<file path="src/rtl/tw_pkg.sv">
package tw_pkg;
  localparam int FRAME_W = 16;
  localparam int ADDR_W  = 7;
  localparam int DATA_W  = 8;

  typedef enum logic [2:0] {
    S_IDLE,
    S_LEAD,
    S_HI,
    S_LO,
    S_GAP
  } tw_state_e;

  function automatic logic [FRAME_W-1:0] build_frame(
    input logic [ADDR_W-1:0] addr,
    input logic              rd,
    input logic [DATA_W-1:0] wdata
  );
    return {addr, rd, (rd ? {DATA_W{1'b0}} : wdata)};
  endfunction
endpackage

</file>
<file path="src/rtl/tw_phase_timer.sv">
module tw_phase_timer #(
  parameter int HALF = 4
) (
  input  logic clk,
  input  logic rst,
  input  logic run,
  input  logic long_sel,
  output logic expire
);
  localparam int LIM_S = HALF;
  localparam int LIM_L = 2 * HALF;
  localparam int CW    = $clog2(LIM_L + 1);

  logic [CW-1:0] cnt_q;
  logic [CW-1:0] lim_m1;

  assign lim_m1 = long_sel ? CW'(LIM_L - 1) : CW'(LIM_S - 1);
  assign expire = run && (cnt_q == lim_m1);

  always_ff @(posedge clk) begin
    if (rst || !run || expire) cnt_q <= '0;
    else                       cnt_q <= cnt_q + 1'b1;
  end
endmodule

</file>
<file path="src/rtl/tw_frame_shifter.sv">
module tw_frame_shifter #(
  parameter int FW = 16,
  parameter int DW = 8
) (
  input  logic          clk,
  input  logic          rst,
  input  logic          load,
  input  logic [FW-1:0] load_word,
  input  logic          tx_shift,
  input  logic          rx_shift,
  input  logic          rx_bit,
  output logic          tx_bit,
  output logic [DW-1:0] rx_byte
);
  logic [FW-1:0] tx_q;
  logic [DW-1:0] rx_q;

  always_ff @(posedge clk) begin
    if (rst) begin
      tx_q <= '0;
      rx_q <= '0;
    end else begin
      if (load)          tx_q <= load_word;
      else if (tx_shift) tx_q <= {tx_q[FW-2:0], 1'b0};
      if (rx_shift)      rx_q <= {rx_q[DW-2:0], rx_bit};
    end
  end

  assign tx_bit  = tx_q[FW-1];
  assign rx_byte = rx_q;
endmodule

</file>
<file path="src/rtl/tw_reg_master.sv">
module tw_reg_master
  import tw_pkg::*;
#(
  parameter int SCK_DIV = 8
) (
  input  logic              clk,
  input  logic              rst,
  input  logic              req_valid,
  input  logic              req_target,
  input  logic [ADDR_W-1:0] req_addr,
  input  logic              req_read,
  input  logic [DATA_W-1:0] req_wdata,
  output logic              busy,
  output logic              done,
  output logic [DATA_W-1:0] rd_data,
  output logic              sck,
  output logic              cs_all,
  output logic              cs_b,
  output logic              sda_out,
  output logic              sda_oe,
  input  logic              sda_in
);
  localparam int HALF = SCK_DIV / 2;
  localparam int BW   = $clog2(FRAME_W + 1);

  tw_state_e         state_q;
  logic [BW-1:0]     bcnt_q;
  logic              rd_q, cs_q, csb_q, sck_q, oe_q, busy_q, done_q;
  logic [DATA_W-1:0] rdata_q;
  logic              expire, accept, fall, last_bit;
  logic              tx_shift, rx_shift;
  logic [DATA_W-1:0] rx_byte;

  assign accept   = (state_q == S_IDLE) && req_valid;
  assign fall     = (state_q == S_HI) && expire;
  assign last_bit = (bcnt_q == BW'(FRAME_W - 1));
  assign tx_shift = fall && !last_bit;
  assign rx_shift = fall && rd_q && (bcnt_q >= BW'(DATA_W));

  tw_phase_timer #(.HALF(HALF)) u_timer (
    .clk      (clk),
    .rst      (rst),
    .run      (state_q != S_IDLE),
    .long_sel (state_q == S_GAP),
    .expire   (expire)
  );

  tw_frame_shifter #(.FW(FRAME_W), .DW(DATA_W)) u_shift (
    .clk       (clk),
    .rst       (rst),
    .load      (accept),
    .load_word (build_frame(req_addr, req_read, req_wdata)),
    .tx_shift  (tx_shift),
    .rx_shift  (rx_shift),
    .rx_bit    (sda_in),
    .tx_bit    (sda_out),
    .rx_byte   (rx_byte)
  );

  always_ff @(posedge clk) begin
    if (rst) begin
      state_q <= S_IDLE;
      bcnt_q  <= '0;
      rd_q    <= 1'b0;
      cs_q    <= 1'b0;
      csb_q   <= 1'b0;
      sck_q   <= 1'b0;
      oe_q    <= 1'b0;
      busy_q  <= 1'b0;
      done_q  <= 1'b0;
      rdata_q <= '0;
    end else begin
      done_q <= 1'b0;
      unique case (state_q)
        S_IDLE: if (req_valid) begin
          rd_q    <= req_read;
          cs_q    <= 1'b1;
          csb_q   <= req_target;
          oe_q    <= 1'b1;
          busy_q  <= 1'b1;
          bcnt_q  <= '0;
          state_q <= S_LEAD;
        end
        S_LEAD: if (expire) begin
          sck_q   <= 1'b1;
          state_q <= S_HI;
        end
        S_HI: if (expire) begin
          sck_q  <= 1'b0;
          bcnt_q <= bcnt_q + 1'b1;
          if (rd_q && bcnt_q == BW'(DATA_W - 1)) oe_q <= 1'b0;
          state_q <= S_LO;
        end
        S_LO: if (expire) begin
          if (bcnt_q == BW'(FRAME_W)) begin
            cs_q    <= 1'b0;
            csb_q   <= 1'b0;
            oe_q    <= 1'b0;
            done_q  <= 1'b1;
            if (rd_q) rdata_q <= rx_byte;
            state_q <= S_GAP;
          end else begin
            sck_q   <= 1'b1;
            state_q <= S_HI;
          end
        end
        S_GAP: if (expire) begin
          busy_q  <= 1'b0;
          state_q <= S_IDLE;
        end
        default: state_q <= S_IDLE;
      endcase
    end
  end

  assign busy    = busy_q;
  assign done    = done_q;
  assign rd_data = rdata_q;
  assign sck     = sck_q;
  assign cs_all  = cs_q;
  assign cs_b    = csb_q;
  assign sda_oe  = oe_q;
endmodule

</file>
<file path="config.mk">
export PLATFORM = sky130hd
export DESIGN_NAME = tw_reg_master
export DESIGN_NICKNAME = d
export VERILOG_FILES = /design/src/rtl/tw_pkg.sv /design/src/rtl/tw_phase_timer.sv /design/src/rtl/tw_frame_shifter.sv /design/src/rtl/tw_reg_master.sv
export SDC_FILE = /design/constraint.sdc
export NUM_CORES = 1
export LEC_CHECK = 0
export BUFFER_PORTS_ARGS = -buffer_cell sky130_fd_sc_hd__buf_2
export CORE_ASPECT_RATIO = 2
export CORE_MARGIN = 8
export CORE_UTILIZATION = 30
export CTS_CLUSTER_SIZE = 30
export DETAILED_ROUTE_END_ITERATION = 10
export GPL_ROUTABILITY_DRIVEN = 0
export PLACE_DENSITY = 0.5
export SLEW_MARGIN = 15
export SYNTH_ARGS = -nofsm -noshare
export SYNTH_HDL_FRONTEND = slang
export SYNTH_HIERARCHICAL = 1
export SYNTH_SLANG_ARGS = --single-unit
</file>
<file path="constraint.sdc">
create_clock -name clk -period 3.9 [get_ports clk]
set_input_delay 0 -clock clk [delete_from_list [all_inputs] [get_ports clk]]
set_output_delay 0 -clock clk [all_outputs]
set_load 0.005 [all_outputs]
</file>
==> results of run 1 <==
==> final cells by class <==
| type | count | area (um^2) | share of cell area [%] |
|---|---|---|---|
| clock buffers | 5 | 125 | 4.38 |
| clock inverters | 2 | 37.5 | 1.31 |
| inverters | 12 | 45.0 | 1.58 |
| multi-input cells | 172 | 1280 | 45.0 |
| flip-flops and latches | 51 | 1020 | 35.7 |
| well taps | 96 | 120 | 4.20 |
| repair buffers | 41 | 223 | 7.80 |
==> placed cells by master, fill, tap and decap left out, types with 2 or more instances in the layout <==
cell type / n
a211oi_1: 12
a211oi_2: 3
a21o_1: 2
a21oi_1: 9
a311oi_1: 2
and3_1: 2
buf_2: 35
buf_4: 5
clkbuf_16: 5
dfxtp_1: 51
ha_1: 4
inv_1: 12
mux2i_1: 32
nand2_1: 8
nand2b_1: 12
nand3_1: 2
nor2_1: 21
nor2b_1: 24
nor3b_1: 3
nor4_1: 2
o21ai_0: 5
or3_1: 3
xor2_1: 2
==> worst min-delay path by stage <==
| stage | from | endpoint | cells after the start |
|---|---|---|---|
| after floorplan | rst | u_shift/tx_q[13] | 1 |
| after global placement | sda_in | u_shift/rx_byte[0] | 3 |
| after detailed placement | sda_in | u_shift/rx_byte[0] | 3 |
| after CTS | req_addr[5] | u_shift/tx_q[14] | 3 |
| after global routing | req_addr[5] | u_shift/tx_q[14] | 3 |
| final | req_addr[5] | u_shift/tx_q[14] | 3 |
==> per-stage QoR <==
step,hold WS [ns],cell area (um^2)
finish,0.00981,2860
global route,0.0356,2860
CTS,0.0106,2860
detailed placement,0.264,2680
global placement,0.252,2680
floorplan,0.0728,2430
==> kinds of logic (layout without fill, tap and decap cells) <==
kind of cell             after synthesis  after routing  synth area share (%)
AO/OA/AOI/OAI                         39             39                  11.8
AND/OR/NAND/NOR                       93             93                  24.3
flip-flops                            51             51                  42.0
buffers and inverters                 24             60                  5.05
XOR/XNOR                               3              3                  1.08
multiplexers                          33             33                  13.7
adder cells (fa/ha/maj)                4              4                  2.06
==> per-layer routing <==
layer	vias up	track usage, %
li1	934	-
met1	872	9.87
met2	32	17.5
met3	8	2.58
met4	0	5.41
met5	-	0
==> flip-flops by register name, indices dropped and copies added (netlist names) <==
register         count
bcnt_q               5
busy                 1
cs_all               1
cs_b                 1
done                 1
rd_data              8
rd_q                 1
sck                  1
sda_oe               1
state_q              3
u_shift/rx_byte      8
u_shift/tx_q        16
u_timer/cnt_q        4
==> worst max-delay path, cell delays in order, from the launching register on <==
cell and delay [ns]:
dfxtp_1 0.57, nor3b_1 0.33, xor2_1 0.16, nor4b_1 0.30, buf_4 0.20, nand4bb_1 0.20, nor2_1 0.18, buf_4 0.29
mux2i_1 0.24, a211oi_2 0.08
==> report_power, final <==
part           leakage [uW]  total [uW]  internal [uW]  switching [uW]
clock network     0.0000759         485            299             186
logic              0.000578        82.7           40.1            42.6
registers          0.000416         552            539            12.9
total               0.00107        1120            878             242
==> flow_summary.yaml, run 1 <==
cts:
  ctsHoldBuffers: 1
  cts.clk_slew.worst_paths_ns: 0.06
  numCtsBuffers: 5
  cts_root_buffer: "clkbuf_16"
  cts.path.max_buffers: 2
  cts_tree: "yes"
  clock_latency_ns: 0.29
  cts_setup_buffers: 0
  cts.sinks: 51
  cts_resized: 0
  h-tree-depth: 2
floorplanning:
  die_w_um: 79.6
  initial_core_util_pct: 30.8
  rows: 46
  num_io_pins: 36
  core_um2: 7890
  fp.dieH_um: 143
  dieArea_um2: 11400
yosys:
  synth.net_count: 272
  yosys.area.top_type_share_pct: 42.0
  syn-instance-count: 247
  synth-edff-count: 0
  synth.cell_area_um2: 2430
  ys_top_cells_by_area: "dfxtp_1 (42%), mux2i_1 (13%), nor2b_1 (6.2%)"
  yosys.cell_types.count: 49
  yosysSeqAreaShare_pct: 42.0
  synth_seq_cells: 51
  async_reset_ff_share_pct: 0
  ys.flop_type: "dfxtp_1"
  synthTopCellsByCount: "dfxtp_1 (51), mux2i_1 (32), nor2b_1 (24), nor2_1 (21)"
  syn_area_per_cell_um2: 9.83
  yosysMostFrequentCell: "dfxtp_1"
  ys_warn_count: 6
  synth_top_cell_by_area: "dfxtp_1"
timing:
  rsz0062_at_grt: "no"
  clock_skew_ns: 0.00558
  slew_viol_final: 0
  finalSetupTns_ns: 0
  period_share_pct: 69.2
  relSlewSlack_pct: 61.9
  finalHoldViolCount: 0
  worst_pin_slew_ns: 0.570
  period_needed_ns: 2.70
  max_freq_mhz: 371
  finalSetupViolCount: 0
  fin_ws_ns: 1.20
drt:
  maxUsedRoutingLayer: "met4"
  dr_wl_met3_um: 265
  ant_nets: 0
  remaining_drc_errors: 0
  drt_first_iter_violations: 129
  drt-met1-wl_mm: 2.18
  routed_wl_mm: 5.46
  post_drt_via_cell_ratio: 4.87
  avgRoutedWirePerCell_um: 14.4
  vias: 1846
  wl_met2_mm: 2.88
  dr.pass1.iters: 4
power_and_ir_drop:
  ir_drop_mv: 0.215
  p_total_uw: 1120
  p_leak_uw: 0.00107
  power.density_nw_per_um2: 392
critical_path:
  r2r-end: "u_shift/tx_q[12]"
  crit_arrival_ns: 2.85
  startpoint: "state_q[2]"
  path_max_fanout: 16
  worstPathRequired_ns: 4.05
  setup.worst_path.start_class: "register"
  path_class: "register to register"
  reg2regPathDepth: 9
  worstReg2RegStart: "state_q[2]"
  endpoint: "u_shift/tx_q[12]"
  crit_path_end_kind: "register"
  r2r_setup_slack_ns: 1.20
placed_design:
  dp.cells: 371
  pre_cts_slack_ns: 1.20
  post-dp-hpwl_mm: 3.99
  numPortBuffers: 35
finish:
  antenna_cells: 0
  layout-drive-gt1-share_pct: 20.1
  final_core_util_pct: 36.2
  instances_no_fill: 379
  fin_nets: 308
  nFillCells: 820
  syn_to_final_growth_pct: 17.6
global_route:
  grt_first_pass_wirelength_mm: 8.85
  overflow: 0
  first_global_vias: 1859
  grt_use_total_pct: 9.81
  grt_max_degree: 29
  antenna_found_initial: 0
min_path:
  hp-class: "input pin to register"
outcome:
  status: "completed"
flow_run:
  maxCapViolations: 0
Note: power is estimated with default switching activity, not from simulation.
==> inputs of run 2 (changes only) <==
- PLACE_DENSITY: 0.5 -> 0.52
- clock period: 3.9 -> 2.4 ns (I/O delays scaled with it)
==> run 2 against run 1 <==
Combinational power increased by 72%. Sequential share of layout area is 0.84 points lower. Design area up 2.4%. Clock power increased by 49%. Worst setup slack worse by 0.96 ns. Non-clock buffer count up 6. Fmax is 25% higher. Sequential power increased by 62%. Hold slack got worse by 0.0090 ns.
==> flow_summary.yaml, run 2 (synthesized netlist as in run 1, its figures left out) <==
outcome:
  status: "completed"
power_and_ir_drop:
  p_int_uw: 1360
  p_total_uw: 1760
  p_leak_uw: 0.00111
  ir_drop_mv: 0.294
  power.share.switching_pct: 22.6
  pwr-share-seq_pct: 50.8
  switchingPower_uw: 398
  clkPwrFrac_pct: 41.2
  combPwrFrac_pct: 8.1
  power.density_nw_per_um2: 602
drt:
  dr.pass1.iters: 4
  remaining_drc_errors: 0
  post_drt_via_cell_ratio: 4.88
  vias: 1885
  ant_nets: 0
  routed_wl_mm: 5.48
  avgRoutedWirePerCell_um: 14.2
  drt_first_iter_violations: 103
finish:
  final_cell_mix: "dfxtp_1 (51), buf_2 (35), mux2i_1 (32)"
  antenna_cells: 0
  final_common_cell: "dfxtp_1"
  syn_to_final_growth_pct: 20.5
  nFillCells: 795
  fin_nets: 314
  regMostFlops: "u_shift/tx_q"
  layout-drive-gt1-share_pct: 22.1
  largest_register_ffs: 16
critical_path:
  crit_arrival_ns: 2.31
  r2r_setup_slack_ns: 0.25
  path_class: "register to register"
  endpoint: "u_shift/tx_q[5]"
  r2r-end: "u_shift/tx_q[5]"
  setup.worst_path.start_class: "register"
  crit_path_end_kind: "register"
  path_max_fanout: 16
  reg2regPathDepth: 8
  startpoint: "state_q[1]"
  worstReg2RegStart: "state_q[1]"
  worstPathRequired_ns: 2.55
timing:
  relSlewSlack_pct: 60.5
  finalSetupViolCount: 0
  clock_skew_ns: 0.00573
  slew_viol_final: 0
  period_needed_ns: 2.15
  finalSetupTns_ns: 0
  worst_pin_slew_ns: 0.592
  finalHoldViolCount: 0
  period_share_pct: 89.8
  rsz0062_at_grt: "no"
  max_freq_mhz: 464
  fin_hold_ws_ns: 0.000785
floorplanning:
  dieArea_um2: 11400
  die_w_um: 79.6
  rows: 46
  fp.dieH_um: 143
  num_io_pins: 36
  core_um2: 7890
  initial_core_util_pct: 30.8
cts:
  cts.path.max_buffers: 2
  clock_latency_ns: 0.29
  cts.clk_slew.worst_paths_ns: 0.07
  cts_tree: "yes"
  cts_root_buffer: "clkbuf_16"
  h-tree-depth: 2
  numCtsBuffers: 5
  cts.sinks: 51
  cts_resized: 0
flow_run:
  maxCapViolations: 0
global_route:
  antenna_found_initial: 0
  first_global_vias: 1858
  grt_max_degree: 36
  grt_use_total_pct: 10.0
  overflow: 0
  grt_first_pass_wirelength_mm: 9.00
placed_design:
  numPortBuffers: 35
  post-dp-hpwl_mm: 4.01
min_path:
  hp-class: "input pin to register"
  hold_path_startpoint: "req_addr[4]"
==> run 2: power groups by stage <==
stage | Sequential [uW] | Clock (uW) | Combinational, uW
floorplan | 910 | 0 | 90.7
global placement | 913 | 0 | 140
detailed placement | 914 | 0 | 142
CTS | 894 | 751 | 146
global route | 897 | 781 | 162
finish | 894 | 725 | 142
==> run 2: how the worst min path moves through the flow <==
| stage | to | slack (ns) | cells past startpoint |
|---|---|---|---|
| 4_1_cts | u_shift/tx_q[13] | 0.00004 | 3 |
| 3_3_place_gp | u_shift/rx_byte[0] | 0.24 | 3 |
| 5_1_grt | u_shift/tx_q[14] | 0.008 | 3 |
| 3_5_place_dp | u_shift/rx_byte[0] | 0.26 | 3 |
| 6_report | u_shift/tx_q[13] | 0.0008 | 3 |
| 2_1_floorplan | u_shift/tx_q[13] | 0.07 | 1 |
==> run 2: worst max-delay path: stages (launching register included) <==
cell,delay (ns)
dfxtp_1,0.36
nor3b_2,0.24
xor2_1,0.15
nor4b_4,0.26
nand4bb_1,0.24
nor2_1,0.25
buf_12,0.20
mux2i_1,0.23
a211oi_2,0.09
==> run 2: cell type report <==
class / instances / area [um^2] / share of cell area (%)
Clock buffer: 7 / 143 / 4.88
Clock inverter: 1 / 8.76 / 0.299
Inverter: 12 / 45.0 / 1.54
Multi-Input combinational cell: 172 / 1310 / 44.6
Sequential cell: 51 / 1020 / 34.9
Tap cell: 96 / 120 / 4.11
Timing Repair Buffer: 47 / 283 / 9.67
==> run 2: layer usage <==
layer	track usage (%)	share of wire, %	wire, um
met5	0	0	0
met4	5.60	2.9	161
met3	2.71	5.4	294
met2	17.7	52	2870
met1	10.2	39	2150
==> run 2: metrics by stage <==
step / worst slack, ns / utilization (%) / instance area, um^2 / cells
floorplan: 0.0290 / - / 2450 / 247
global placement: 0.290 / 34.9 / 2750 / 376
detailed placement: 0.250 / 34.9 / 2750 / 376
CTS: 0.223 / 37.1 / 2930 / 386
global route: 0.100 / 37.1 / 2930 / 386
finish: 0.245 / 37.1 / 2930 / 386
==> run 2: timing repair <==
action,4_1_cts,5_1_grt
setup buffers,0,0
hold endpoints to repair,2,0
hold buffers,2,0
